$ cat config.mk
export PLATFORM = sky130hd
export DESIGN_NAME = burst_colgen
export DESIGN_NICKNAME = d
export VERILOG_FILES = /design/src/rtl/burst_colgen_pkg.sv /design/src/rtl/burst_colgen_mode.sv /design/src/rtl/burst_colgen_seq.sv /design/src/rtl/burst_colgen_map.sv /design/src/rtl/burst_colgen.sv
export SDC_FILE = /design/constraint.sdc
export NUM_CORES = 1
export LEC_CHECK = 0
export ABC_AREA = 0
export BUFFER_PORTS_ARGS = -buffer_cell sky130_fd_sc_hd__buf_2
export CORE_MARGIN = 1
export CORE_UTILIZATION = 45
export CTS_BUF_LIST = sky130_fd_sc_hd__clkbuf_4
export CTS_CLUSTER_SIZE = 30
export DETAILED_ROUTE_END_ITERATION = 8
export PLACE_DENSITY = 0.66
export SLEW_MARGIN = 10
export SYNTH_ARGS = -nofsm -noshare
export SYNTH_HDL_FRONTEND = slang
export SYNTH_HIERARCHICAL = 1
export SYNTH_SLANG_ARGS = --single-unit
$ cat constraint.sdc
create_clock -name clk -period 4.35 [get_ports clk]
set_clock_uncertainty 0.1 [all_clocks]
set_input_delay 0.435 -clock clk [delete_from_list [all_inputs] [get_ports clk]]
set_output_delay 0.435 -clock clk [all_outputs]
set_load 0.005 [all_outputs]
$ cat src/rtl/burst_colgen_pkg.sv
package burst_colgen_pkg;

   typedef struct packed {
      logic [2:0] lat;
      logic       ilv;
      logic [2:0] len;
   } mode_t;

   localparam logic [2:0] LEN_ROW = 3'b111;

   // log2 of the beat count for fixed lengths; reserved codes act as one beat
   function automatic logic [3:0] len_log2(input logic [2:0] code);
      case (code)
         3'b001:  len_log2 = 4'd1;
         3'b010:  len_log2 = 4'd2;
         3'b011:  len_log2 = 4'd3;
         default: len_log2 = 4'd0;
      endcase
   endfunction

endpackage

$ cat src/rtl/burst_colgen_mode.sv
module burst_colgen_mode
   import burst_colgen_pkg::*;
#(
   parameter logic [6:0] RST_MODE = 7'h20
) (
   input  logic       clk,
   input  logic       rst_n,
   input  logic       mode_wr,
   input  logic [6:0] mode_word,
   output mode_t      mode_q
);

   always_ff @(posedge clk) begin
      if (!rst_n)       mode_q <= mode_t'(RST_MODE);
      else if (mode_wr) mode_q <= mode_t'(mode_word);
   end

endmodule

$ cat src/rtl/burst_colgen_seq.sv
module burst_colgen_seq
   import burst_colgen_pkg::*;
#(
   parameter int COL_W = 10
) (
   input  logic             clk,
   input  logic             rst_n,
   input  logic             col_cmd,
   input  logic [COL_W-1:0] col_start,
   input  logic             burst_stop,
   input  logic [2:0]       len_code,
   input  logic             ilv_in,
   output logic             valid_q,
   output logic [COL_W-1:0] cnt_q,
   output logic [COL_W-1:0] start_q,
   output logic [3:0]       lg_q,
   output logic             row_q,
   output logic             ilv_q,
   output logic             last
);

   localparam logic [COL_W-1:0] ONE = COL_W'(1);

   logic [COL_W-1:0] len_m1;

   assign len_m1 = (ONE << lg_q) - ONE;
   assign last   = valid_q && !row_q && (cnt_q == len_m1);

   always_ff @(posedge clk) begin
      if (!rst_n) begin
         valid_q <= 1'b0;
         cnt_q   <= '0;
         start_q <= '0;
         lg_q    <= '0;
         row_q   <= 1'b0;
         ilv_q   <= 1'b0;
      end else if (col_cmd) begin
         valid_q <= 1'b1;
         cnt_q   <= '0;
         start_q <= col_start;
         lg_q    <= len_log2(len_code);
         row_q   <= (len_code == LEN_ROW);
         ilv_q   <= ilv_in;
      end else if (burst_stop) begin
         valid_q <= 1'b0;
      end else if (valid_q) begin
         if (last) valid_q <= 1'b0;
         else      cnt_q   <= cnt_q + ONE;
      end
   end

endmodule

$ cat src/rtl/burst_colgen_map.sv
module burst_colgen_map #(
   parameter int COL_W = 10
) (
   input  logic [COL_W-1:0] start,
   input  logic [COL_W-1:0] cnt,
   input  logic [3:0]       lg,
   input  logic             row,
   input  logic             ilv,
   output logic [COL_W-1:0] col
);

   logic [COL_W-1:0] wrap_mask;
   logic [COL_W-1:0] sum;
   logic [COL_W-1:0] seq_col;

   genvar gi;
   generate
      for (gi = 0; gi < COL_W; gi++) begin : g_mask
         assign wrap_mask[gi] = row || (gi < int'(lg));
      end
   endgenerate

   assign sum     = start + cnt;
   assign seq_col = (start & ~wrap_mask) | (sum & wrap_mask);
   assign col     = (ilv && !row) ? (start ^ cnt) : seq_col;

endmodule

$ cat src/rtl/burst_colgen.sv
module burst_colgen
   import burst_colgen_pkg::*;
#(
   parameter int         COL_W    = 10,
   parameter logic [6:0] RST_MODE = 7'h20
) (
   input  logic             clk,
   input  logic             rst_n,
   input  logic             mode_wr,
   input  logic [6:0]       mode_word,
   input  logic             col_cmd,
   input  logic [COL_W-1:0] col_start,
   input  logic             burst_stop,
   output logic             beat_valid,
   output logic [COL_W-1:0] beat_col,
   output logic             beat_last,
   output logic [2:0]       rd_lat
);

   generate
      if (COL_W < 4 || COL_W > 16) begin : g_bad_width
         $error("burst_colgen: COL_W must lie in 4..16");
      end
   endgenerate

   mode_t            mode_q;
   logic [COL_W-1:0] cnt_q;
   logic [COL_W-1:0] start_q;
   logic [3:0]       lg_q;
   logic             row_q;
   logic             ilv_q;

   burst_colgen_mode #(.RST_MODE(RST_MODE)) mode_i (
      .clk       (clk),
      .rst_n     (rst_n),
      .mode_wr   (mode_wr),
      .mode_word (mode_word),
      .mode_q    (mode_q)
   );

   burst_colgen_seq #(.COL_W(COL_W)) seq_i (
      .clk        (clk),
      .rst_n      (rst_n),
      .col_cmd    (col_cmd),
      .col_start  (col_start),
      .burst_stop (burst_stop),
      .len_code   (mode_q.len),
      .ilv_in     (mode_q.ilv),
      .valid_q    (beat_valid),
      .cnt_q      (cnt_q),
      .start_q    (start_q),
      .lg_q       (lg_q),
      .row_q      (row_q),
      .ilv_q      (ilv_q),
      .last       (beat_last)
   );

   burst_colgen_map #(.COL_W(COL_W)) map_i (
      .start (start_q),
      .cnt   (cnt_q),
      .lg    (lg_q),
      .row   (row_q),
      .ilv   (ilv_q),
      .col   (beat_col)
   );

   assign rd_lat = mode_q.lat;

endmodule

; ---- Word level (Yosys, flattened, before mapping)
; Index checks and enable logic that the tools add are counted.
[totals]
inputBits = 22
register_bits = 34
out_inout_bits = 15
[classes]
n_shift = 1
n_eq_ne = 5
add_sub_neg = 3
n_reduce_logical = 16
n_bitwise = 8
n_mux = 6
magnitude_cmp = 10
[op_table]
columns = cell, n
row1 = bitwise AND 10 bit, 2
row2 = "less-than comparator 3 x 4 -> 1 bit, first input constant", 4
row3 = "adder 10 x 1 -> 10 bit, second input constant", 1
row4 = adder 10 bit, 1
row5 = equality test 10 bit, 1
row6 = logical OR 1 bit, 10
row7 = 2-to-1 mux 10 bit, 1
row8 = NOT 10 bit, 1
row9 = OR 10 bit, 1
row10 = "left shift 1 x 4 -> 10 bit, first input constant", 1
row11 = "subtractor 10 x 1 -> 10 bit, second input constant", 1
row12 = XOR 10 bit, 1
row13 = "less-than comparator 1 x 4 -> 1 bit, first input constant", 2
row14 = "less-than comparator 2 x 4 -> 1 bit, first input constant", 2
row15 = "less-than comparator 4 bit, first input constant", 2
row16 = "equality test 3 x 2 -> 1 bit, second input constant", 2
row17 = case mux 2 bit (3 select lines), 1
row18 = 2-to-1 mux 1 bit, 4
row19 = "equality test 3 x 1 -> 1 bit, second input constant", 1
row20 = "equality test 3 bit, second input constant", 1
row21 = logical AND 1 bit, 3
row22 = NOT 1 bit, 3
row23 = AND reduction 3 bit, 1
row24 = OR reduction 2 bit, 1
row25 = zero test 1 bit, 1

; ---- Logic depth before layout (Yosys ltp)
; Gate-level depths: netlist of run 1.
[depth]
word_depth = 8
ltp_mapped = 7

; ---- Hierarchy
; The synthesis of run 1 kept the hierarchy.
[by_module_without_submodules]
columns = module, area_each_um2, seq_area_each_um2, instances, cells_each
row1 = burst_colgen_seq, 1109.8, 500.5, 1, 122
row2 = burst_colgen_map, 729.4, 0.0, 1, 113
row3 = burst_colgen_mode, 262.8, 140.1, 1, 22

; ---- Least setup slack after synthesis of run 1
; OpenSTA, ideal clock, no wires.
[synth_path]
kind = register to output
start = reg seq_i.cnt_q[0]
end = out beat_col[6]
path_buffers = 0
t_arrival_ns = 1.960
setup_slack_ns = 1.855
stages_incl_launch_ff = 8
required_time_ns = 3.815
cell_sequence = dfxtp_1 > ha_1 > fa_1 > a211oi_1 > o21bai_1 > a21oi_1 > a21oi_1 > o2bb2a_1
[synth_via]
elab_chain_cells = 4
[synth_lines]
columns = item, line
row1 = "start, declared", burst_colgen_seq.sv:14  ; output logic [COL_W-1:0] cnt_q,
row2 = "start signal, assigned", burst_colgen_seq.sv:48  ; else cnt_q <= cnt_q + ONE;
row3 = adder 10 bit, burst_colgen_map.sv:23  ; assign sum = start + cnt;
row4 = bitwise AND 10 bit, burst_colgen_map.sv:24  ; assign seq_col = (start & ~wrap_mask) | (sum & wrap_mask);
row5 = OR 10 bit, burst_colgen_map.sv:24
row6 = 2-to-1 mux 10 bit, burst_colgen_map.sv:25  ; assign col = (ilv && !row) ? (start ^ cnt) : seq_col;
row7 = "end, declared", burst_colgen.sv:15  ; output logic [COL_W-1:0] beat_col,
; Every way passes these cells.

; ---- Worst setup path in the final report of run 1
; Ends and elaborated chain as after synthesis.

==> results of run 1 <==
[final cells by class]
type	instances	share of cell area, %
well taps	52	2.767
clock inverters	1	0.1597
clock buffers	7	2.235
multi-input cells	209	58.97
flip-flops and latches	32	27.25
inverters	6	0.9580
repair buffers	36	7.664
[power groups by stage]
stage	registers [uW]	clock network, uW	logic [uW]
5_1_grt	317	191	115
3_5_place_dp	322	0	103
2_1_floorplan	319	0	73.7
6_report	316	171	103
3_3_place_gp	322	0	101
4_1_cts	316	179	103
[cell usage after synthesis, types with 2 or more instances]
cell type                   n
sky130_fd_sc_hd__dfxtp_1   32
sky130_fd_sc_hd__nor2_1    23
sky130_fd_sc_hd__mux2i_1   22
sky130_fd_sc_hd__nand2_1   22
sky130_fd_sc_hd__a21oi_1   21
sky130_fd_sc_hd__nor2b_1   19
sky130_fd_sc_hd__nor3_1    14
sky130_fd_sc_hd__o21ai_0   13
sky130_fd_sc_hd__ha_1      10
sky130_fd_sc_hd__clkbuf_1   8
sky130_fd_sc_hd__inv_1      6
sky130_fd_sc_hd__nand2b_1   5
sky130_fd_sc_hd__nand3_1    5
sky130_fd_sc_hd__xnor2_1    4
sky130_fd_sc_hd__nand4_1    3
sky130_fd_sc_hd__or3_1      3
sky130_fd_sc_hd__xor2_1     3
sky130_fd_sc_hd__a211oi_1   2
sky130_fd_sc_hd__a21boi_0   2
sky130_fd_sc_hd__a21o_1     2
sky130_fd_sc_hd__and2_1     2
sky130_fd_sc_hd__buf_4      2
sky130_fd_sc_hd__mux2_2     2
sky130_fd_sc_hd__nand3b_1   2
sky130_fd_sc_hd__nor4_1     2
sky130_fd_sc_hd__o211ai_1   2
sky130_fd_sc_hd__o22ai_1    2
sky130_fd_sc_hd__or4_1      2
[sequential cells by signal (all words and copies together) (netlist names)]
name and count:
seq_i/start_q 10, seq_i/valid_q 1, mode_i/mode_q 7, seq_i/row_q 1
seq_i/cnt_q 10, seq_i/ilv_q 1, seq_i/lg_q 2
[metal layers]
metal | up-vias | wire [um] | global-route usage [%]
li1 | 988 | - | -
met1 | 897 | 2376 | 26.51
met2 | 28 | 2179 | 30.79
met3 | 5 | 149 | 3.752
met4 | 0 | 51 | 6.000
met5 | - | 0 | 0
[worst max-delay path by stage]
stage,from,slack (ns),endpoint
finish,seq_i/cnt_q[0],1.17,beat_col[6]
global route,seq_i/cnt_q[0],1.01,beat_col[6]
CTS,seq_i/cnt_q[0],1.16,beat_col[6]
detailed placement,seq_i/cnt_q[0],1.56,beat_col[6]
global placement,seq_i/cnt_q[0],1.57,beat_col[6]
floorplan,seq_i/cnt_q[0],1.86,beat_col[6]
[worst min-delay path, delay by kind of cell]
family,cells,cell delay (ns)
buf+inv,1,0.07
simple gates,1,0.06
mux,1,0.06
[stage by stage]
step	setup WS, ns	utilization [%]
3_5_place_dp	1.555	51.98
6_report	1.165	53.26
3_3_place_gp	1.575	51.98
5_1_grt	1.013	53.26
4_1_cts	1.163	53.26
2_1_floorplan	1.855	-
[kinds of logic (layout without fill, tap and decap cells)]
family / Yosys count / count (layout) / synth area share, %
compound gates: 59 / 59 / 18.51
xor+xnor: 7 / 7 / 2.917
fa+ha+maj: 11 / 11 / 6.905
buf+inv: 17 / 50 / 3.750
flops: 32 / 32 / 30.48
mux: 24 / 24 / 11.55
other cells: 1 / 2 / 0.1784
simple gates: 106 / 106 / 25.71
==> results.md, run 1 <==
* output port — Setup crit end kind
* 50 — unique cell type count in the Yosys netlist
* 0% — share of flip-flops with an asynchronous set or reset after synthesis
* 0 — diode insertion count for antenna repair
* 25 — largest net degree at the start of global routing
* 3.82 ns — CP Data Required Time
* sky130_fd_sc_hd__dfxtp_1 — most used flip-flop cell after synthesis
* 343 — Layout Cells excl Fill
* 30.48% — sequential-to-total area share from yosys stat
* 0.10 ns — Reg clk slew, reported paths
* 0 — total overflow reported by the global router
* 50.69% — relative max-transition margin
* 0 — residual DRC count
* 0.7369 ns — transition time at the pin with the least slew margin
* 0.8317 — routability congestion estimate
* 4756 um — post-detailed-routing wire length
* mode_word[5] — startpoint of the lowest-slack hold path
* mode_i/mode_q[5] — hold path endpoint
* compound AO/OA/AOI/OAI gates — Largest delay share family, worst path
* 323 — total number of nets in the final design
* sky130_fd_sc_hd__buf_2 — most common cell after layout, fill and taps aside
* 70.35 um — die height
* 429.3 uW — Internal
* 0 — number of antenna violations at the first check in global routing
* 4414 um^2 — core area
* 335 — Placed Cells
* 2 — maximum count of clock buffers along a single path
* 2295 um^2 — cell area reported after detailed placement
* 8 — critical path peak fanout
* false — unrepaired setup endpoints after global routing
* 0 — max-capacitance violation count
* 0 — number of flops mapped to enable cells by yosys
* 0 — Post-CTS Setup Bufs
* 32 — Sinks on Clock Net
* 0 — Final Hold Vio Count
* 11.85% — Area growth, synth to finish
* 5 — cts bufs inserted
* 3534 um — hpwl dp
* 640.6 um^2 — Sequential cell area
* 13.87 um — wire length per cell
* 0.2231 ns — Fin Hold WS
* 47.62% — initial core utilization
* 2 — H-tree levels
* 19.44% — global router's overall resource usage
* 5.592 — vias per inst
* 0.0001743 V — Peak supply drop
* 0 ns — Setup Total Neg Slack
* 7672 um — global-route wire length before repair
* 0 — Post-CTS Resized
* 27.23% — switching share of total power
* 257 — synthesized instance count
* sky130_fd_sc_hd__clkbuf_4 — clock root buffer
* 5 — depth of the worst register-to-register path
* 73.22% — crit share post-route
* 2351 um^2 — post-route design area
* 0 — count of final max-slew check failures
* 0.3140 GHz — maximum frequency from static timing analysis
* 58 — DRC violation total after the first TritonRoute iteration
* ha_1, fa_1, a211oi_1, o21bai_1, a21oi_1, a21oi_1, o2bb2a_1, buf_2 — cells along the critical path
* 420 — Fillers
* 0.33 ns — Skew-Pair Late Insertion Delay
* 2.65 ns — Worst EP arrival
* 4948 um^2 — Total Die Area
* 29.1% — clock network power share
* 0 — number of hold-repair buffers added at the cts stage
* 2.30 ns — r2r setup slk
* 17.5% — part of the power in combinational logic
* seq_i/cnt_q[2] — end of the worst register-to-register path
* 4 — number of iterations in the first detailed-routing pass
* 53.5% — proportion of power drawn by flip-flops and latches
* sky130_fd_sc_hd__dfxtp_1, sky130_fd_sc_hd__mux2i_1, sky130_fd_sc_hd__ha_1, sky130_fd_sc_hd__nor2b_1, sky130_fd_sc_hd__a21oi_1 — top area cells in the synthesized netlist
* 17.53% — proportion of layout cells with a drive suffix above 1
* 250.9 nW/um^2 — power density of the placed cells
* finished clean — status
* built — TritonCTS clock tree
* 3.185 ns — Final Critical Period
* 1655 — via count of the first global-routing pass
* 1 — number of buffers and inverters on the critical path
* register to output port — worst setup path class
* 8 — number of cells on the critical path
* 1918 — vias
* 3 — hold-critical path depth
* 160.6 uW — switching power of the nets
* 0.44 ns — stage delay of the slowest cell on the critical path
* 0 — remaining number of nets flagged by the antenna check after routing
* 32 — flop and latch count out of synthesis
* 589.9 uW — overall power after layout
* 6 — warning count from the yosys run
* seq_i/row_q — beginning of the worst register-to-register path
* sky130_fd_sc_hd__fa_1 — slowest library cell on the worst path
* 36 — count of port buffers added during placement
* sky130_fd_sc_hd__buf_2, sky130_fd_sc_hd__dfxtp_1, sky130_fd_sc_hd__nor2_1, sky130_fd_sc_hd__nand2_1, sky130_fd_sc_hd__mux2i_1 — top library cells by usage in the layout, fill and taps aside
* 24 — number of placement rows
* sky130_fd_sc_hd__dfxtp_1 — largest area contributor in the synthesized netlist
* 70.35 um — die span in x
* 0.0009697 uW — leakage
* 1386 um^2 — area taken by multi-input logic gates
* 0 — total setup violations reported at the end of the flow
* 37 — I/O pin count
* 2102 um^2 — netlist area before placement
* 8.179 um^2 — syn avg cell area
* 30.48% — top cell type's share of synthesized area
* sky130_fd_sc_hd__a21oi_1 — Crit path top cell by count
* register — startpoint type of the worst setup path
* input pin to register — path category of the worst min-delay check
Power figures use the tool's default switching activity.
==> inputs of run 2 (changes only) <==
--- a/config.mk
+++ b/config.mk
@@ -5,7 +5,7 @@
 export SDC_FILE = /design/constraint.sdc
 export NUM_CORES = 1
 export LEC_CHECK = 0
-export ABC_AREA = 0
+export ABC_AREA = 1
 export BUFFER_PORTS_ARGS = -buffer_cell sky130_fd_sc_hd__buf_2
 export CORE_MARGIN = 1
 export CORE_UTILIZATION = 45
==> constraint.sdc (replaced) <==
create_clock -name clk -period 3.15 [get_ports clk]
set_clock_uncertainty 0.1 [all_clocks]
set_input_delay 0.315 -clock clk [delete_from_list [all_inputs] [get_ports clk]]
set_output_delay 0.315 -clock clk [all_outputs]
set_load 0.005 [all_outputs]
==> results.md, run 2 <==
* finished clean — status
* 0 — residual DRC count
* 6 — warning count from the yosys run
* 373 — synthesized instance count
* 2327 — vias
* 35 — unique cell type count in the Yosys netlist
* 2022 — via count of the first global-routing pass
* 1 — number of buffers and inverters on the critical path
* sky130_fd_sc_hd__dfxtp_1 — most used flip-flop cell after synthesis
* 36 — count of port buffers added during placement
* 0 ns — Setup Total Neg Slack
* 2.73 ns — CP Data Required Time
* 0.5656 ns — Final WS setup
* 25 — number of placement rows
* ha_1, fa_1, nand3_2, nand3_2, a21oi_1, nand2_1, nand2_1, nor2_1, o21ai_1, buf_2 — cells along the critical path
* 32 — Sinks on Clock Net
* 47.58% — initial core utilization
* sky130_fd_sc_hd__nand2_1, sky130_fd_sc_hd__inv_1, sky130_fd_sc_hd__nor2_1, sky130_fd_sc_hd__buf_2, sky130_fd_sc_hd__nand3_1 — top library cells by usage in the layout, fill and taps aside
* 468 — Placed Cells
* 0.33 ns — Skew-Pair Late Insertion Delay
* 17.9% — part of the power in combinational logic
* 0.3869 GHz — maximum frequency from static timing analysis
* 0 — remaining number of nets flagged by the antenna check after routing
* 0 — Post-CTS Setup Bufs
* 3981 um — hpwl dp
* input pin to register — path category of the worst min-delay check
* 499 — Fillers
* 73.14 um — die span in x
* seq_i/cnt_q (10), seq_i/start_q (10), mode_i/mode_q (7) — registers with the most flip-flops
* 0% — share of flip-flops with an asynchronous set or reset after synthesis
* false — unrepaired setup endpoints after global routing
* sky130_fd_sc_hd__nand2_1 — library cell with the highest instance count after synthesis
* 21 — largest net degree at the start of global routing
* 4786 um^2 — core area
* 5349 um^2 — Total Die Area
* 0.7410 ns — transition time at the pin with the least slew margin
* 32 — flop and latch count out of synthesis
* 0 — total overflow reported by the global router
* output port — Setup crit end kind
* adder cells — Largest delay share family, worst path
* register to output port — worst setup path class
* 11.28 um — wire length per cell
* 0.0002314 V — Peak supply drop
* 12.58% — Area growth, synth to finish
* 664.2 uW — Internal
* 5 — number of iterations in the first detailed-routing pass
* 53.57% — fin util
* 2 — maximum count of clock buffers along a single path
* register — startpoint type of the worst setup path
* 15.89% — proportion of layout cells with a drive suffix above 1
* 0 — number of antenna violations at the first check in global routing
* 82.04% — crit share post-route
* 0 — number of hold-repair buffers added at the cts stage
* sky130_fd_sc_hd__dfxtp_1, sky130_fd_sc_hd__nand2_1, sky130_fd_sc_hd__inv_1, sky130_fd_sc_hd__nor2_1, sky130_fd_sc_hd__nand3_1 — top area cells in the synthesized netlist
* 0.8661 — routability congestion estimate
* 28.13% — top cell type's share of synthesized area
* 441 — total number of nets in the final design
* 2 — H-tree levels
* 6 — critical path peak fanout
* 6.105 um^2 — syn avg cell area
* 37 — I/O pin count
* 0 — number of flops mapped to enable cells by yosys
* 0 — Final Hold Vio Count
* 127 — DRC violation total after the first TritonRoute iteration
* 28.13% — sequential-to-total area share from yosys stat
* 50.42% — relative max-transition margin
* 28.48% — switching share of total power
* sky130_fd_sc_hd__nand2_1, sky130_fd_sc_hd__inv_1, sky130_fd_sc_hd__nor2_1, sky130_fd_sc_hd__nand3_1, sky130_fd_sc_hd__dfxtp_1 — synth cell count leaders
* 0.11 ns — Reg clk slew, reported paths
* built — TritonCTS clock tree
* 0 — count of final max-slew check failures
* 476 — Layout Cells excl Fill
* 2.17 ns — Worst EP arrival
* sky130_fd_sc_hd__fa_1 — slowest library cell on the worst path
* sky130_fd_sc_hd__dfxtp_1 — largest area contributor in the synthesized netlist
* 0 — max-capacitance violation count
* 8901 um — global-route wire length before repair
* 0 — Post-CTS Resized
* 47.6% — proportion of power drawn by flip-flops and latches
* sky130_fd_sc_hd__clkbuf_4 — clock root buffer
* 0.9380 ns — minimum setup slack after placement
* 34.6% — clock network power share
* 0 — diode insertion count for antenna repair
* 21.90% — global router's overall resource usage
* 362.2 nW/um^2 — power density of the placed cells
* 73.14 um — die height
* 5370 um — post-detailed-routing wire length
* 2.584 ns — Final Critical Period
* 2277 um^2 — netlist area before placement
* 5 — cts bufs inserted
* 264.4 uW — switching power of the nets
* 0.001413 uW — leakage
* 0.43 ns — stage delay of the slowest cell on the critical path
* 4.889 — vias per inst
* sky130_fd_sc_hd__nand2_1 — most common cell after layout, fill and taps aside
* 0 — total setup violations reported at the end of the flow
run 2: per-layer routing:
metal	global-route usage, %	vias up	part of all wire, %
li1	-	1240	-
met1	27.85	1041	46
met2	36.63	44	48
met3	3.867	2	5.1
met4	8.497	0	0.58
met5	0	-	0
run 2: kinds of logic (layout without fill, tap and decap cells):
logic type | after synthesis | in the layout | synth area share [%]
AND/OR/NAND/NOR | 230 | 230 | 43.85
multiplexers | 1 | 1 | 0.4396
XOR/XNOR | 3 | 3 | 1.154
AO/OA/AOI/OAI | 30 | 30 | 7.803
buffers and inverters | 65 | 100 | 12.09
other | 1 | 2 | 0.1647
adder cells (fa/ha/maj) | 11 | 11 | 6.374
flip-flops | 32 | 32 | 28.13
run 2: final timing paths:
check / from / end / slack [ns] / cells after the start
worst max register to register: seq_i/valid_q / seq_i/cnt_q[1] / 1.32 / 9
worst max-delay path: seq_i/cnt_q[0] / beat_col[6] / 0.57 / 10
worst min-delay path: col_start[1] / seq_i/start_q[1] / 0.09 / 3
worst min register to register: mode_i/mode_q[5] / mode_i/mode_q[5] / 0.36 / 2
run 2: layout make-up:
cell class	count	area, um^2	share of cell area (%)
Inverter	55	206.4	8.053
Clock inverter	2	35.03	1.367
Multi-Input combinational cell	277	1365	53.25
Tap cell	67	83.83	3.270
Timing Repair Buffer	37	187.7	7.321
Sequential cell	32	640.6	24.99
Clock buffer	6	45.04	1.757
run 2: power by group through the flow:
stage               registers, uW  logic, uW  clock network [uW]
floorplan                     445        119                   0
global placement              451        163                   0
detailed placement            451        165                   0
CTS                           442        166                 330
global route                  445        191                 345
finish                        442        166                 321
run 2: per-stage QoR:
| stage | hold slack [ns] | total power, uW | instance area (um^2) |
|---|---|---|---|
| after floorplan | 0.2991 | 564.2 | 2281 |
| after global placement | 0.3369 | 614.1 | 2484 |
| after detailed placement | 0.3432 | 616.5 | 2484 |
| after CTS | 0.07558 | 938.1 | 2564 |
| after global routing | 0.08477 | 981.1 | 2564 |
| final | 0.09013 | 928.6 | 2564 |
run 2: worst register-to-register path, delay by kind of cell, from the launching register on:
kind | cells | cell delay [ns]
and+or+nand+nor | 9 | 1.00
DFF | 1 | 0.65
